===== config.mk =====
export PLATFORM = sky130hd
export DESIGN_NAME = prescale_event_counter
export DESIGN_NICKNAME = d
export VERILOG_FILES = /design/src/rtl/evtcnt_pkg.sv /design/src/rtl/evtcnt_ctrl.sv /design/src/rtl/evtcnt_dpath.sv /design/src/rtl/prescale_event_counter.sv
export SDC_FILE = /design/constraint.sdc
export NUM_CORES = 1
export LEC_CHECK = 0
export BUFFER_PORTS_ARGS = -buffer_cell sky130_fd_sc_hd__buf_2
export CORE_UTILIZATION = 45
export DETAILED_ROUTE_END_ITERATION = 8
export GPL_ROUTABILITY_DRIVEN = 0
export HOLD_SLACK_MARGIN = 0.05
export PLACE_DENSITY = 0.76
export SLEW_MARGIN = 15
export SYNTH_ARGS = -nofsm -noshare
export SYNTH_HDL_FRONTEND = slang
export SYNTH_SLANG_ARGS = --single-unit

===== constraint.sdc =====
create_clock -name clk -period 2.6 [get_ports clk]
set_clock_uncertainty 0.1 [all_clocks]
set_input_delay 0.78 -clock clk [delete_from_list [all_inputs] [get_ports clk]]
set_output_delay 0.78 -clock clk [all_outputs]
set_load 0.02 [all_outputs]

===== src/rtl/evtcnt_pkg.sv =====
package evtcnt_pkg;

  // Per-cycle commands from the control to the datapath
  typedef struct packed {
    logic wrReload;   // load reload register from its write port
    logic wrDown;     // load down-counter from its write port
    logic wrEvent;    // load event counter from its write port
    logic decDown;    // tick with nonzero down-counter: decrement
    logic reloadDown; // tick with zero down-counter: take reload value
    logic incEvent;   // tick with zero down-counter: count an event
  } ctrlStrobes_t;

endpackage


===== src/rtl/evtcnt_ctrl.sv =====
module evtcnt_ctrl
  import evtcnt_pkg::*;
#(
  parameter int SYS_CLK_HZ = 100_000_000,
  parameter int TICK_HZ    = 20_000_000
) (
  input  logic         clk,
  input  logic         rstN,
  input  logic         reloadWrEn,
  input  logic         downWrEn,
  input  logic         eventWrEn,
  input  logic         downIsZero,
  output ctrlStrobes_t strobes,
  output logic         tickPulse
);

  localparam int DIV_RATIO = (SYS_CLK_HZ / TICK_HZ < 1) ? 1 : SYS_CLK_HZ / TICK_HZ;
  localparam int DIV_W     = (DIV_RATIO < 2) ? 1 : $clog2(DIV_RATIO);

  generate
    if (DIV_RATIO == 1) begin : g_noDiv
      assign tickPulse = 1'b1;
    end else begin : g_div
      logic [DIV_W-1:0] divCnt;
      logic [DIV_W-1:0] divLast;
      assign divLast   = DIV_W'(DIV_RATIO - 1);
      assign tickPulse = (divCnt == divLast);

      always_ff @(posedge clk) begin
        if (!rstN)          divCnt <= '0;
        else if (tickPulse) divCnt <= '0;
        else                divCnt <= divCnt + 1'b1;
      end


      tick_gap_chk: assert property (@(posedge clk) disable iff (!rstN)
        tickPulse |=> !tickPulse);

      div_range_chk: assert property (@(posedge clk) disable iff (!rstN)
        divCnt <= divLast);
    end
  endgenerate

  always_comb begin
    strobes            = '0;
    strobes.wrReload   = reloadWrEn;
    strobes.wrDown     = downWrEn;
    strobes.wrEvent    = eventWrEn;
    strobes.decDown    = tickPulse && !downIsZero && !downWrEn;
    strobes.reloadDown = tickPulse &&  downIsZero && !downWrEn;
    strobes.incEvent   = tickPulse &&  downIsZero && !eventWrEn;
  end


  strobe_excl_chk: assert property (@(posedge clk) disable iff (!rstN)
    $onehot0({strobes.wrDown, strobes.decDown, strobes.reloadDown}));

endmodule


===== src/rtl/evtcnt_dpath.sv =====
module evtcnt_dpath
  import evtcnt_pkg::*;
#(
  parameter int CNT_W = 32
) (
  input  logic             clk,
  input  logic             rstN,
  input  ctrlStrobes_t     strobes,
  input  logic [CNT_W-1:0] reloadWrData,
  input  logic [CNT_W-1:0] downWrData,
  input  logic [CNT_W-1:0] eventWrData,
  output logic             downIsZero,
  output logic [CNT_W-1:0] reloadVal,
  output logic [CNT_W-1:0] downCount,
  output logic [CNT_W-1:0] eventCount
);

  logic [CNT_W-1:0] reloadReg;
  logic [CNT_W-1:0] downReg;
  logic [CNT_W-1:0] eventReg;

  assign downIsZero = (downReg == '0);
  assign reloadVal  = reloadReg;
  assign downCount  = downReg;
  assign eventCount = eventReg;

  always_ff @(posedge clk) begin
    if (!rstN)                 reloadReg <= '0;
    else if (strobes.wrReload) reloadReg <= reloadWrData;
  end

  always_ff @(posedge clk) begin
    if (!rstN)                   downReg <= '0;
    else if (strobes.wrDown)     downReg <= downWrData;
    else if (strobes.reloadDown) downReg <= reloadReg;
    else if (strobes.decDown)    downReg <= downReg - 1'b1;
  end

  always_ff @(posedge clk) begin
    if (!rstN)                 eventReg <= '0;
    else if (strobes.wrEvent)  eventReg <= eventWrData;
    else if (strobes.incEvent) eventReg <= eventReg + 1'b1;
  end


  dec_step_chk: assert property (@(posedge clk) disable iff (!rstN)
    strobes.decDown |=> downReg == $past(downReg) - 1'b1);

  reload_take_chk: assert property (@(posedge clk) disable iff (!rstN)
    strobes.reloadDown |=> downReg == $past(reloadReg));

  event_step_chk: assert property (@(posedge clk) disable iff (!rstN)
    strobes.incEvent |=> eventReg == $past(eventReg) + 1'b1);

  down_write_chk: assert property (@(posedge clk) disable iff (!rstN)
    strobes.wrDown |=> downReg == $past(downWrData));

  down_hold_chk: assert property (@(posedge clk) disable iff (!rstN)
    !(strobes.wrDown || strobes.decDown || strobes.reloadDown) |=> $stable(downReg));

  reload_hold_chk: assert property (@(posedge clk) disable iff (!rstN)
    !strobes.wrReload |=> $stable(reloadReg));

endmodule


===== src/rtl/prescale_event_counter.sv =====
module prescale_event_counter
  import evtcnt_pkg::*;
#(
  parameter int CNT_W      = 32,
  parameter int SYS_CLK_HZ = 100_000_000,
  parameter int TICK_HZ    = 20_000_000
) (
  input  logic             clk,
  input  logic             rstN,
  input  logic             reloadWrEn,
  input  logic [CNT_W-1:0] reloadWrData,
  input  logic             downWrEn,
  input  logic [CNT_W-1:0] downWrData,
  input  logic             eventWrEn,
  input  logic [CNT_W-1:0] eventWrData,
  output logic             tickPulse,
  output logic [CNT_W-1:0] reloadVal,
  output logic [CNT_W-1:0] downCount,
  output logic [CNT_W-1:0] eventCount
);

  ctrlStrobes_t strobes;
  logic         downIsZero;

  evtcnt_ctrl #(
    .SYS_CLK_HZ(SYS_CLK_HZ),
    .TICK_HZ   (TICK_HZ)
  ) uCtrl (
    .clk       (clk),
    .rstN      (rstN),
    .reloadWrEn(reloadWrEn),
    .downWrEn  (downWrEn),
    .eventWrEn (eventWrEn),
    .downIsZero(downIsZero),
    .strobes   (strobes),
    .tickPulse (tickPulse)
  );

  evtcnt_dpath #(
    .CNT_W(CNT_W)
  ) uDpath (
    .clk         (clk),
    .rstN        (rstN),
    .strobes     (strobes),
    .reloadWrData(reloadWrData),
    .downWrData  (downWrData),
    .eventWrData (eventWrData),
    .downIsZero  (downIsZero),
    .reloadVal   (reloadVal),
    .downCount   (downCount),
    .eventCount  (eventCount)
  );

endmodule


==> impl_metrics.sql, run 1 <==
INSERT INTO impl_metrics (metric_group, metric, value, unit) VALUES
('floorplanning', 'design.die.area', '12300', 'µm²'),
('job', 'maxcap_violations', '0', ''),
('clocking', 'worst_skew_pair_latency', '0.36', 'ns'),
('cells_and_area', 'drive_gt1_share', '32.8', '%'),
('yosys', 'synth_top_cell_by_area', 'sky130_fd_sc_hd__dfxtp_1', ''),
('clocking', 'cts.path.max_buffers', '2', ''),
('floorplanning', 'fp-row-count', '39', ''),
('timing', 'fin_ws', '0.0969', 'ns'),
('cells_and_area', 'syn_to_final_growth', '32.8', '%'),
('yosys', 'proportion_of_synthesized_flip_flops_having_asynchronous_set_or_reset', '0', '%'),
('grt', 'first_global_vias', '5467', ''),
('clocking', 'clock_tree.htree_level_count', '3', ''),
('routing', 'num_vias', '5617', ''),
('floorplanning', 'die_x', '111', 'µm'),
('clocking', 'cts_tree', 'done', ''),
('routing', 'drt_pre_antenna_iters', '5', ''),
('clocking', 'clock-root-buffer', 'sky130_fd_sc_hd__clkbuf_16', ''),
('yosys', 'synth-main-ff-cell', 'sky130_fd_sc_hd__dfxtp_1', ''),
('yosys', 'yosysSeqAreaShare', '37.2', '%'),
('cells_and_area', 'num-nets-final', '966', ''),
('routing', 'drt_first_iter_violations', '366', ''),
('floorplanning', 'start_util', '46.5', '%'),
('timing', 'timing.final.setup_violations', '0', ''),
('yosys', 'syn-mean-instance-area', '8.27', 'µm²'),
('clocking', 'cts_clock_pin_slew_for_the_worst_setup_and_hold_paths', '0.07', 'ns'),
('placement', 'dpl.hpwl', '12300', 'µm'),
('yosys', 'count_of_flip_flops_with_a_built_in_enable_after_synthesis', '0', ''),
('critical_path', 'timing_worst_setup_path_type', 'flop to flop', ''),
('yosys', 'netlist.area_leader.share', '37.2', '%'),
('routing', 'postRouteWirelength', '16700', 'µm'),
('timing', 'max_freq', '0.400', 'GHz'),
('routing', 'avgViaCountPerCell', '5.57', ''),
('cells_and_area', 'antenna_cells', '0', ''),
('power', 'totalPowerFinal', '3.85', 'mW'),
('yosys', 'synthTopCellsByArea', 'sky130_fd_sc_hd__dfxtp_1, sky130_fd_sc_hd__o21ai_0, sky130_fd_sc_hd__mux2i_1', ''),
('power', 'p_per_area', '544', 'nW/µm²'),
('clocking', 'cts.hold.buffers_added', '0', ''),
('outcome', 'outcome', 'complete, no violations', ''),
('yosys', 'post_synth_inst_count', '644', ''),
('routing', 'wire_per_inst', '16.5', 'µm'),
('timing', 'period_needed', '2.50', 'ns'),
('critical_path', 'worst-endpoint-required', '2.73', 'ns'),
('grt', 'grtUsageTotal', '27.3', '%'),
('cells_and_area', 'filler_cell_count', '1024', ''),
('floorplanning', 'ios', '198', ''),
('routing', 'drc', '0', ''),
('yosys', 'synthesis.area', '5330', 'µm²'),
('hold_path', 'hold_path.class', 'flop to flop', ''),
('clocking', 'cts_made_buffers', '9', ''),
('timing', 'timing.final.hold_violations', '0', ''),
('clocking', 'clock_sink_count', '99', ''),
('floorplanning', 'placeableCoreArea', '11500', 'µm²'),
('critical_path', 'worst_setup_path_start_kind', 'flop', ''),
('power', 'power.static_leakage', '3.24', 'nW'),
('timing', 'fin_crit_sh', '96.3', '%'),
('yosys', 'syn_nets', '749', ''),
('routing', 'antenna_left', '0', ''),
('placement', 'preCtsSetupSlack', '0.0459', 'ns'),
('grt', 'grt_start_max_net_pins', '65', ''),
('timing', 'worst-slew-pin-transition', '0.506', 'ns'),
('grt', 'number_of_antenna_violations_at_the_first_check_in_global_routing', '0', ''),
('critical_path', 'critPathCaptureType', 'flop', ''),
('timing', 'slew_viol_final', '0', ''),
('timing', 'rsz_0062_raised_after_global_routing', 'yes', ''),
('floorplanning', 'die_h', '111', 'µm'),
('critical_path', 'timing.critical_path.fanout_max', '6', ''),
('cells_and_area', 'final_cell_area', '7080', 'µm²'),
('placement', 'numPortBuffers', '197', ''),
('timing', 'timing.slew.headroom', '66.3', '%'),
('power', 'max-vdd-ir-drop', '0.400', 'mV'),
('grt', 'grt-ovfl-total', '0', ''),
('placement', 'placement.cell_area', '6740', 'µm²'),
('yosys', 'ys_types', '53', ''),
('yosys', 'ys.warnings.count', '0', ''),
('yosys', 'synth-seq-cells', '99', ''),
('critical_path', 'worst-endpoint-arrival', '2.64', 'ns'),
('grt', 'wire_length_of_the_first_global_routing_pass', '27200', 'µm');
-- metrics by stage --
stage	hold WS [ns]	TNS (ns)	util [%]	cells
floorplan	0.402	0	-	644
global placement	0.415	0	58.8	990
detailed placement	0.419	0	58.8	990
CTS	0.428	0	61.3	1006
global route	0.462	-0.276	61.7	1009
finish	0.433	0	61.7	1009
-- per-layer routing --
layer	wire, µm	global-route usage (%)	part of all wire, %	vias up
met1	7240	33.5	43	2627
met2	8040	46.9	48	213
met3	1050	5.63	6.3	30
met4	346	10.3	2.1	0
met5	0	0	0	-
li1	-	-	-	2747
-- cells in the mapped netlist (4+ instances only) --
master / count
sky130_fd_sc_hd__o21ai_0: 72
sky130_fd_sc_hd__and4_1: 4
sky130_fd_sc_hd__a31oi_1: 8
sky130_fd_sc_hd__nand3_1: 17
sky130_fd_sc_hd__a21boi_0: 14
sky130_fd_sc_hd__o221ai_1: 5
sky130_fd_sc_hd__a21oi_1: 42
sky130_fd_sc_hd__o211ai_1: 16
sky130_fd_sc_hd__or4_1: 9
sky130_fd_sc_hd__nor2b_1: 34
sky130_fd_sc_hd__ha_1: 4
sky130_fd_sc_hd__inv_1: 13
sky130_fd_sc_hd__xor2_1: 34
sky130_fd_sc_hd__clkbuf_1: 37
sky130_fd_sc_hd__and3_1: 13
sky130_fd_sc_hd__xnor2_1: 18
sky130_fd_sc_hd__nand4_1: 19
sky130_fd_sc_hd__nand2_1: 60
sky130_fd_sc_hd__nor3_1: 16
sky130_fd_sc_hd__or3_1: 6
sky130_fd_sc_hd__mux2i_1: 32
sky130_fd_sc_hd__nor2_1: 20
sky130_fd_sc_hd__dfxtp_1: 99
sky130_fd_sc_hd__nor4_1: 10
-- kinds of logic after synthesis --
family	synth area share, %
simple gates	24.2
fa+ha+maj	0.939
xor+xnor	8.55
buf+inv	4.41
flops	37.2
compound gates	18.7
mux	6.01
-- power by group --
group | switching (mW) | internal (mW) | leakage (nW)
clock network | 0.604 | 0.734 | 0.138
registers | 0.109 | 1.62 | 0.822
logic | 0.445 | 0.336 | 2.28
total | 1.16 | 2.69 | 3.24
-- worst max-delay path: stages (launching register included) --
cell and delay, ns:
sky130_fd_sc_hd__dfxtp_4 0.36, sky130_fd_sc_hd__or4_4 0.55, sky130_fd_sc_hd__or4_4 0.58, sky130_fd_sc_hd__nor4_4 0.25, sky130_fd_sc_hd__buf_2 0.23, sky130_fd_sc_hd__buf_4 0.12
sky130_fd_sc_hd__xnor2_1 0.10, sky130_fd_sc_hd__a21oi_1 0.08
-- placed cells by master (no fill, tap or decap), types with 4 or more instances in the layout --
cell type	instances
sky130_fd_sc_hd__buf_2	198
sky130_fd_sc_hd__dfxtp_1	97
sky130_fd_sc_hd__o21ai_0	72
sky130_fd_sc_hd__nand2_1	57
sky130_fd_sc_hd__buf_4	47
sky130_fd_sc_hd__a21oi_1	42
sky130_fd_sc_hd__xor2_1	34
sky130_fd_sc_hd__nor2b_1	34
sky130_fd_sc_hd__mux2i_1	32
sky130_fd_sc_hd__nor2_1	20
sky130_fd_sc_hd__nand4_1	19
sky130_fd_sc_hd__xnor2_1	18
sky130_fd_sc_hd__nand3_1	17
sky130_fd_sc_hd__nor3_1	16
sky130_fd_sc_hd__o211ai_1	16
sky130_fd_sc_hd__a21boi_0	14
sky130_fd_sc_hd__inv_1	13
sky130_fd_sc_hd__and3_1	13
sky130_fd_sc_hd__clkbuf_16	9
sky130_fd_sc_hd__nor4_1	8
sky130_fd_sc_hd__or4_1	8
sky130_fd_sc_hd__a31oi_1	8
sky130_fd_sc_hd__or3_1	6
sky130_fd_sc_hd__o221ai_1	5
sky130_fd_sc_hd__clkinv_1	4
sky130_fd_sc_hd__and4_1	4
sky130_fd_sc_hd__nor4_2	4
sky130_fd_sc_hd__nand2_2	4
sky130_fd_sc_hd__ha_1	4
-- area by class of cell --
type                       instances  area [µm²]  area share, %
clock buffer                       9         225           3.18
inverter                          14        52.6          0.743
timing repair buffer             250        1430           20.2
tap                              143         179           2.53
sequential                        99        1990           28.1
multi-input combinational        487        3140           44.4
clock inverter                     7        58.8          0.831
-- state kept, by name (all words and copies together), names as in the netlist --
signal	cells
uDpath.downCount	32
uDpath.eventCount	32
uDpath.reloadVal	32
uCtrl.g_div.divCnt	3
-- final timing paths --
| check | cells after the start | slack, ns | from | endpoint |
|---|---|---|---|---|
| setup reg to reg | 7 | 0.1 | uDpath.downCount[24] | uDpath.eventCount[0] |
| hold reg to reg | 2 | 0.43 | uDpath.eventCount[13] | uDpath.eventCount[13] |
| setup / recovery | 7 | 0.1 | uDpath.downCount[24] | uDpath.eventCount[0] |
| hold / removal | 2 | 0.43 | uDpath.eventCount[13] | uDpath.eventCount[13] |
-- timing repair --
action | 4_1_cts | 5_1_grt
cloned | 0 | 1
pin swaps | 0 | 9
setup buffers | 0 | 2
resized for setup | 1 | 7
setup endpoints to repair | 1 | 24
Note: power is estimated with default switching activity, not from simulation.
==> run 2: changes to the inputs <==
Settings changed: CORE_UTILIZATION 45 to 54, PLACE_DENSITY 0.76 to 0.85.
Clock period 2.6 ns to 3.2 ns, I/O delays scaled along.
==> run 2 against run 1 <==
  * First-iteration DRC count shrank 12%
  * Critical path depth shrank 1
  * Highest routed layer unchanged
  * Largest cell class unchanged
  * Via count shrank 0.27%
  * Non-clock buffer count shrank 36
  * Combinational power shrank 27%
  * Design area shrank 6.2%
==> impl_metrics.sql, run 2 (same netlist as run 1, synthesis figures left out) <==
INSERT INTO impl_metrics (metric_group, metric, value, unit) VALUES
('critical_path', 'critPathCaptureType', 'output port', ''),
('clocking', 'clock-root-buffer', 'sky130_fd_sc_hd__clkbuf_8', ''),
('routing', 'avgViaCountPerCell', '5.84', ''),
('cells_and_area', 'num-nets-final', '930', ''),
('timing', 'max_freq', '0.361', 'GHz'),
('floorplanning', 'design.die.area', '10300', 'µm²'),
('grt', 'wire_length_of_the_first_global_routing_pass', '25400', 'µm'),
('timing', 'timing.slew.headroom', '36.4', '%'),
('floorplanning', 'fp-row-count', '35', ''),
('routing', 'num_vias', '5602', ''),
('cells_and_area', 'seq_area', '1980', 'µm²'),
('timing', 'whs', '0.436', 'ns'),
('cells_and_area', 'area_of_the_multi_input_gates', '3110', 'µm²'),
('outcome', 'outcome', 'complete, no violations', ''),
('critical_path', 'timing_worst_setup_path_type', 'flop to output port', ''),
('job', 'maxcap_violations', '0', ''),
('cells_and_area', 'antenna_cells', '0', ''),
('timing', 'rsz_0062_raised_after_global_routing', 'no', ''),
('routing', 'drt_first_iter_violations', '321', ''),
('cells_and_area', 'syn_to_final_growth', '24.5', '%'),
('clocking', 'clock_sink_count', '99', ''),
('timing', 'timing.final.setup_violations', '0', ''),
('floorplanning', 'start_util', '56.6', '%'),
('routing', 'total_met3_wirelength_after_detailed_routing', '1310', 'µm'),
('clocking', 'cts.path.max_buffers', '2', ''),
('critical_path', 'worst-endpoint-required', '2.14', 'ns'),
('clocking', 'cts_clock_pin_slew_for_the_worst_setup_and_hold_paths', '0.10', 'ns'),
('routing', 'antenna_left', '0', ''),
('clocking', 'cts-resized-gates', '0', ''),
('power', 'max-vdd-ir-drop', '0.225', 'mV'),
('timing', 'fin_crit_sh', '86.6', '%'),
('grt', 'grtUsageTotal', '31.4', '%'),
('critical_path', 'timing.critical_path.fanout_max', '28', ''),
('routing', 'top_signal_layer_used', 'met4', ''),
('power', 'p_per_area', '427', 'nW/µm²'),
('critical_path', 'worst_setup_path_start_kind', 'flop', ''),
('routing', 'wirelength_met1', '6310', 'µm'),
('grt', 'grt-ovfl-total', '0', ''),
('routing', 'wire_per_inst', '16.5', 'µm'),
('floorplanning', 'ios', '198', ''),
('cells_and_area', 'most_common_cell_after_layout_fill_and_taps_aside', 'sky130_fd_sc_hd__buf_2', ''),
('routing', 'postRouteWirelength', '15800', 'µm'),
('timing', 'worst-slew-pin-transition', '0.955', 'ns'),
('floorplanning', 'placeableCoreArea', '9420', 'µm²'),
('timing', 'period_needed', '2.77', 'ns'),
('critical_path', 'worst-endpoint-arrival', '1.71', 'ns'),
('routing', 'drc', '0', ''),
('routing', 'drt_pre_antenna_iters', '5', ''),
('clocking', 'post_cts_setup_repair_buffer_count', '0', ''),
('floorplanning', 'die_h', '101', 'µm'),
('clocking', 'worst_skew_pair_latency', '0.36', 'ns'),
('routing', 'wl_met2', '7770', 'µm'),
('cells_and_area', 'filler_cell_count', '782', ''),
('clocking', 'clock_tree.htree_level_count', '3', ''),
('grt', 'grt_start_max_net_pins', '43', ''),
('clocking', 'cts.hold.buffers_added', '0', ''),
('timing', 'timing.final.hold_violations', '0', ''),
('floorplanning', 'die_x', '101', 'µm'),
('cells_and_area', 'drive_gt1_share', '29.0', '%'),
('grt', 'first_global_vias', '5268', ''),
('power', 'power.static_leakage', '3.00', 'nW'),
('timing', 'setup-tns-final', '0', 'ns'),
('timing', 'slew_viol_final', '0', ''),
('placement', 'numPortBuffers', '197', ''),
('cells_and_area', 'most-common-layout-cells', 'sky130_fd_sc_hd__buf_2, sky130_fd_sc_hd__dfxtp_1, sky130_fd_sc_hd__o21ai_0, sky130_fd_sc_hd__nand2_1, sky130_fd_sc_hd__a21oi_1', ''),
('clocking', 'cts_tree', 'done', ''),
('placement', 'dpl.hpwl', '11700', 'µm'),
('hold_path', 'hold_path.class', 'flop to flop', ''),
('grt', 'number_of_antenna_violations_at_the_first_check_in_global_routing', '0', ''),
('clocking', 'cts_made_buffers', '9', '');
[run 2: cell types whose count changed in the layout (fill, tap and decap cells not counted), sizes merged]
cell	previous run	this run
buf	250	214
clkbuf	9	11
clkinvlp	1	0
inv	13	14
clkinv	6	4
[run 2: where the power goes]
part           switching (mW)  leakage (nW)  internal (mW)
logic                   0.336          2.08          0.238
registers               0.104         0.821           1.31
clock network           0.451         0.104          0.388
total                   0.891          3.00           1.94
[run 2: final timing paths]
check / start / slack (ns) / to / cells past startpoint
setup / recovery: uCtrl.g_div.divCnt[0] / 0.43 / tickPulse / 6
setup reg to reg: uDpath.downCount[1] / 0.49 / uDpath.eventCount[16] / 9
hold reg to reg: uDpath.eventCount[13] / 0.44 / uDpath.eventCount[13] / 2
hold / removal: uDpath.eventCount[13] / 0.44 / uDpath.eventCount[13] / 2
[run 2: worst max-delay path, stage by stage (launching register included)]
cell and delay [ns]:
sky130_fd_sc_hd__dfxtp_1 0.35, sky130_fd_sc_hd__inv_1 0.06, sky130_fd_sc_hd__ha_1 0.23, sky130_fd_sc_hd__nand2_1 0.10
sky130_fd_sc_hd__buf_4 0.31, sky130_fd_sc_hd__inv_1 0.11, sky130_fd_sc_hd__buf_2 0.17
[run 2: per-stage QoR]
stage / setup WS [ns] / util [%] / instance area, µm² / std cells / power (mW)
after global placement: 0.643 / 68.3 / 6430 / 943 / 1.99
after floorplan: 0.587 / - / 5330 / 644 / 1.78
final: 0.430 / 70.5 / 6640 / 959 / 2.83
after global routing: 0.310 / 70.5 / 6640 / 959 / 2.96
after CTS: 0.432 / 70.5 / 6640 / 959 / 2.83
after detailed placement: 0.513 / 68.3 / 6430 / 943 / 2.01
[run 2: area by class of cell]
type / instances / area share, %
clock buffer: 11 / 2.13
clock inverter: 5 / 0.924
inverter: 14 / 0.792
multi-input combinational: 487 / 46.9
sequential: 99 / 29.9
tap: 129 / 2.43
timing repair buffer: 214 / 17.0
[run 2: per-layer routing]
layer | up-vias | global-route usage (%)
met3 | 39 | 5.73
met2 | 291 | 54.8
li1 | 2679 | -
met5 | - | 0
met1 | 2593 | 38.1
met4 | 0 | 12.9
==> run 3: changes to the inputs <==
==> constraint.sdc (replaced) <==
create_clock -name clk -period 3.2 [get_ports clk]
set_clock_uncertainty 0.1 [all_clocks]
set_input_delay 0.32 -clock clk [delete_from_list [all_inputs] [get_ports clk]]
set_output_delay 0.32 -clock clk [all_outputs]
set_load 0.02 [all_outputs]
==> run 3 against run 2 <==
  * Non-clock buffer count down 3
  * Clock-buffer cell count shrank 1
  * Global-route usage grew 0.45 points
  * Wire length rose by 3.3%
  * Maximum frequency grew 0.77%
  * Largest power group unchanged
==> impl_metrics.sql, run 3 (same netlist as run 1, synthesis figures left out) <==
INSERT INTO impl_metrics (metric_group, metric, value, unit) VALUES
('outcome', 'outcome', 'complete, no violations', ''),
('grt', 'first_global_vias', '5409', ''),
('floorplanning', 'start_util', '56.6', '%'),
('cells_and_area', 'antenna_cells', '0', ''),
('clocking', 'cts.path.max_buffers', '2', ''),
('critical_path', 'timing_worst_setup_path_type', 'flop to flop', ''),
('clocking', 'post_cts_setup_repair_buffer_count', '0', ''),
('power', 'max-vdd-ir-drop', '0.270', 'mV'),
('grt', 'wire_length_of_the_first_global_routing_pass', '25700', 'µm'),
('clocking', 'clock-root-buffer', 'sky130_fd_sc_hd__clkbuf_8', ''),
('placement', 'dpl.hpwl', '11900', 'µm'),
('routing', 'drt_pre_antenna_iters', '5', ''),
('grt', 'grt-ovfl-total', '0', ''),
('critical_path', 'worst-endpoint-arrival', '2.87', 'ns'),
('routing', 'drc', '0', ''),
('clocking', 'cts.hold.buffers_added', '0', ''),
('power', 'power.static_leakage', '2.97', 'nW'),
('floorplanning', 'placeableCoreArea', '9420', 'µm²'),
('cells_and_area', 'most_common_cell_after_layout_fill_and_taps_aside', 'sky130_fd_sc_hd__buf_2', ''),
('clocking', 'cts-resized-gates', '0', ''),
('floorplanning', 'design.die.area', '10300', 'µm²'),
('grt', 'grt_start_max_net_pins', '57', ''),
('timing', 'timing.final.hold_violations', '0', ''),
('placement', 'numPortBuffers', '197', ''),
('routing', 'num_vias', '5638', ''),
('routing', 'avgViaCountPerCell', '5.91', ''),
('cells_and_area', 'num-nets-final', '927', ''),
('floorplanning', 'die_x', '101', 'µm'),
('timing', 'slew_viol_final', '0', ''),
('grt', 'grtUsageTotal', '31.9', '%'),
('routing', 'antenna_left', '0', ''),
('timing', 'rsz_0062_raised_after_global_routing', 'no', ''),
('routing', 'drt_first_iter_violations', '467', ''),
('critical_path', 'critPathCaptureType', 'flop', ''),
('job', 'maxcap_violations', '0', ''),
('clocking', 'worst_skew_pair_latency', '0.36', 'ns'),
('timing', 'setup-tns-final', '0', 'ns'),
('timing', 'worst-slew-pin-transition', '0.963', 'ns'),
('cells_and_area', 'drive_gt1_share', '28.7', '%'),
('cells_and_area', 'syn_to_final_growth', '23.6', '%'),
('clocking', 'cts_clock_pin_slew_for_the_worst_setup_and_hold_paths', '0.10', 'ns'),
('hold_path', 'hold_path.class', 'input port to flop', ''),
('clocking', 'clock_tree.htree_level_count', '3', ''),
('floorplanning', 'die_h', '101', 'µm'),
('critical_path', 'worst_setup_path_start_kind', 'flop', ''),
('floorplanning', 'fp-row-count', '35', ''),
('clocking', 'cts_made_buffers', '9', ''),
('timing', 'fin_crit_sh', '85.9', '%'),
('placement', 'placed_cells_incl_taps', '940', ''),
('timing', 'timing.final.setup_violations', '0', ''),
('floorplanning', 'ios', '198', ''),
('grt', 'number_of_antenna_violations_at_the_first_check_in_global_routing', '0', ''),
('cells_and_area', 'most-common-layout-cells', 'sky130_fd_sc_hd__buf_2, sky130_fd_sc_hd__dfxtp_1, sky130_fd_sc_hd__o21ai_0, sky130_fd_sc_hd__nand2_1, sky130_fd_sc_hd__a21oi_1', ''),
('power', 'p_per_area', '426', 'nW/µm²'),
('timing', 'period_needed', '2.75', 'ns'),
('clocking', 'cts_tree', 'done', ''),
('timing', 'timing.slew.headroom', '35.8', '%'),
('routing', 'wire_per_inst', '17.1', 'µm'),
('critical_path', 'timing.critical_path.fanout_max', '7', ''),
('clocking', 'clock_sink_count', '99', ''),
('routing', 'postRouteWirelength', '16400', 'µm'),
('critical_path', 'worst-endpoint-required', '3.32', 'ns'),
('cells_and_area', 'stdcell_count', '954', ''),
('timing', 'max_freq', '0.364', 'GHz');
## run 3: worst paths after layout
path                                       startpoint                     to  slack, ns  cells after the start
worst min register to register  uDpath.eventCount[13]  uDpath.eventCount[13]       0.43                      2
worst min-delay path                   downWrData[22]   uDpath.downCount[22]       0.11                      3
worst max-delay path             uDpath.downCount[24]  uDpath.eventCount[27]       0.45                      6
worst max register to register   uDpath.downCount[24]  uDpath.eventCount[27]       0.45                      6
## run 3: critical path, stage by stage (launching register included)
cell and delay (ns):
sky130_fd_sc_hd__dfxtp_1 0.37, sky130_fd_sc_hd__or4_1 0.64, sky130_fd_sc_hd__or4_4 0.61, sky130_fd_sc_hd__nor3_4 0.39, sky130_fd_sc_hd__nand4_1 0.18, sky130_fd_sc_hd__xnor2_1 0.22
sky130_fd_sc_hd__a21oi_1 0.11
## run 3: power breakdown
| group | internal (mW) | switching, mW | total, mW |
|---|---|---|---|
| logic | 0.233 | 0.340 | 0.574 |
| clock network | 0.375 | 0.440 | 0.815 |
| registers | 1.31 | 0.104 | 1.42 |
| total | 1.92 | 0.884 | 2.81 |
## run 3: final cells by class
class	count	area (µm²)
clock buffers	10	138
clock inverters	4	52.6
fillers	782	2830
flip-flops and latches	99	1980
repair buffers	211	1090
multi-input cells	487	3110
well taps	129	161
inverters	14	52.6
## run 3: per-layer routing
layer	vias to the layer above	routed length (µm)	global-route usage [%]	part of all wire, %
met3	60	1340	6.42	8.2
met2	296	7830	54.0	48
li1	2664	-	-	-
met5	-	0	0	0
met1	2618	6560	38.1	40
met4	0	623	17.1	3.8
## run 3: per-stage QoR
step / setup WS, ns / utilization (%) / instance area [µm²] / power, mW / hold WS (ns)
after floorplan: 0.587 / - / 5330 / 1.78 / 0.366
after global placement: 0.622 / 68.0 / 6400 / 1.99 / 0.405
after detailed placement: 0.515 / 68.0 / 6400 / 2.01 / 0.409
after CTS: 0.497 / 70.0 / 6590 / 2.80 / 0.0996
after global routing: 0.320 / 70.0 / 6590 / 2.92 / 0.105
final: 0.451 / 70.0 / 6590 / 2.81 / 0.108
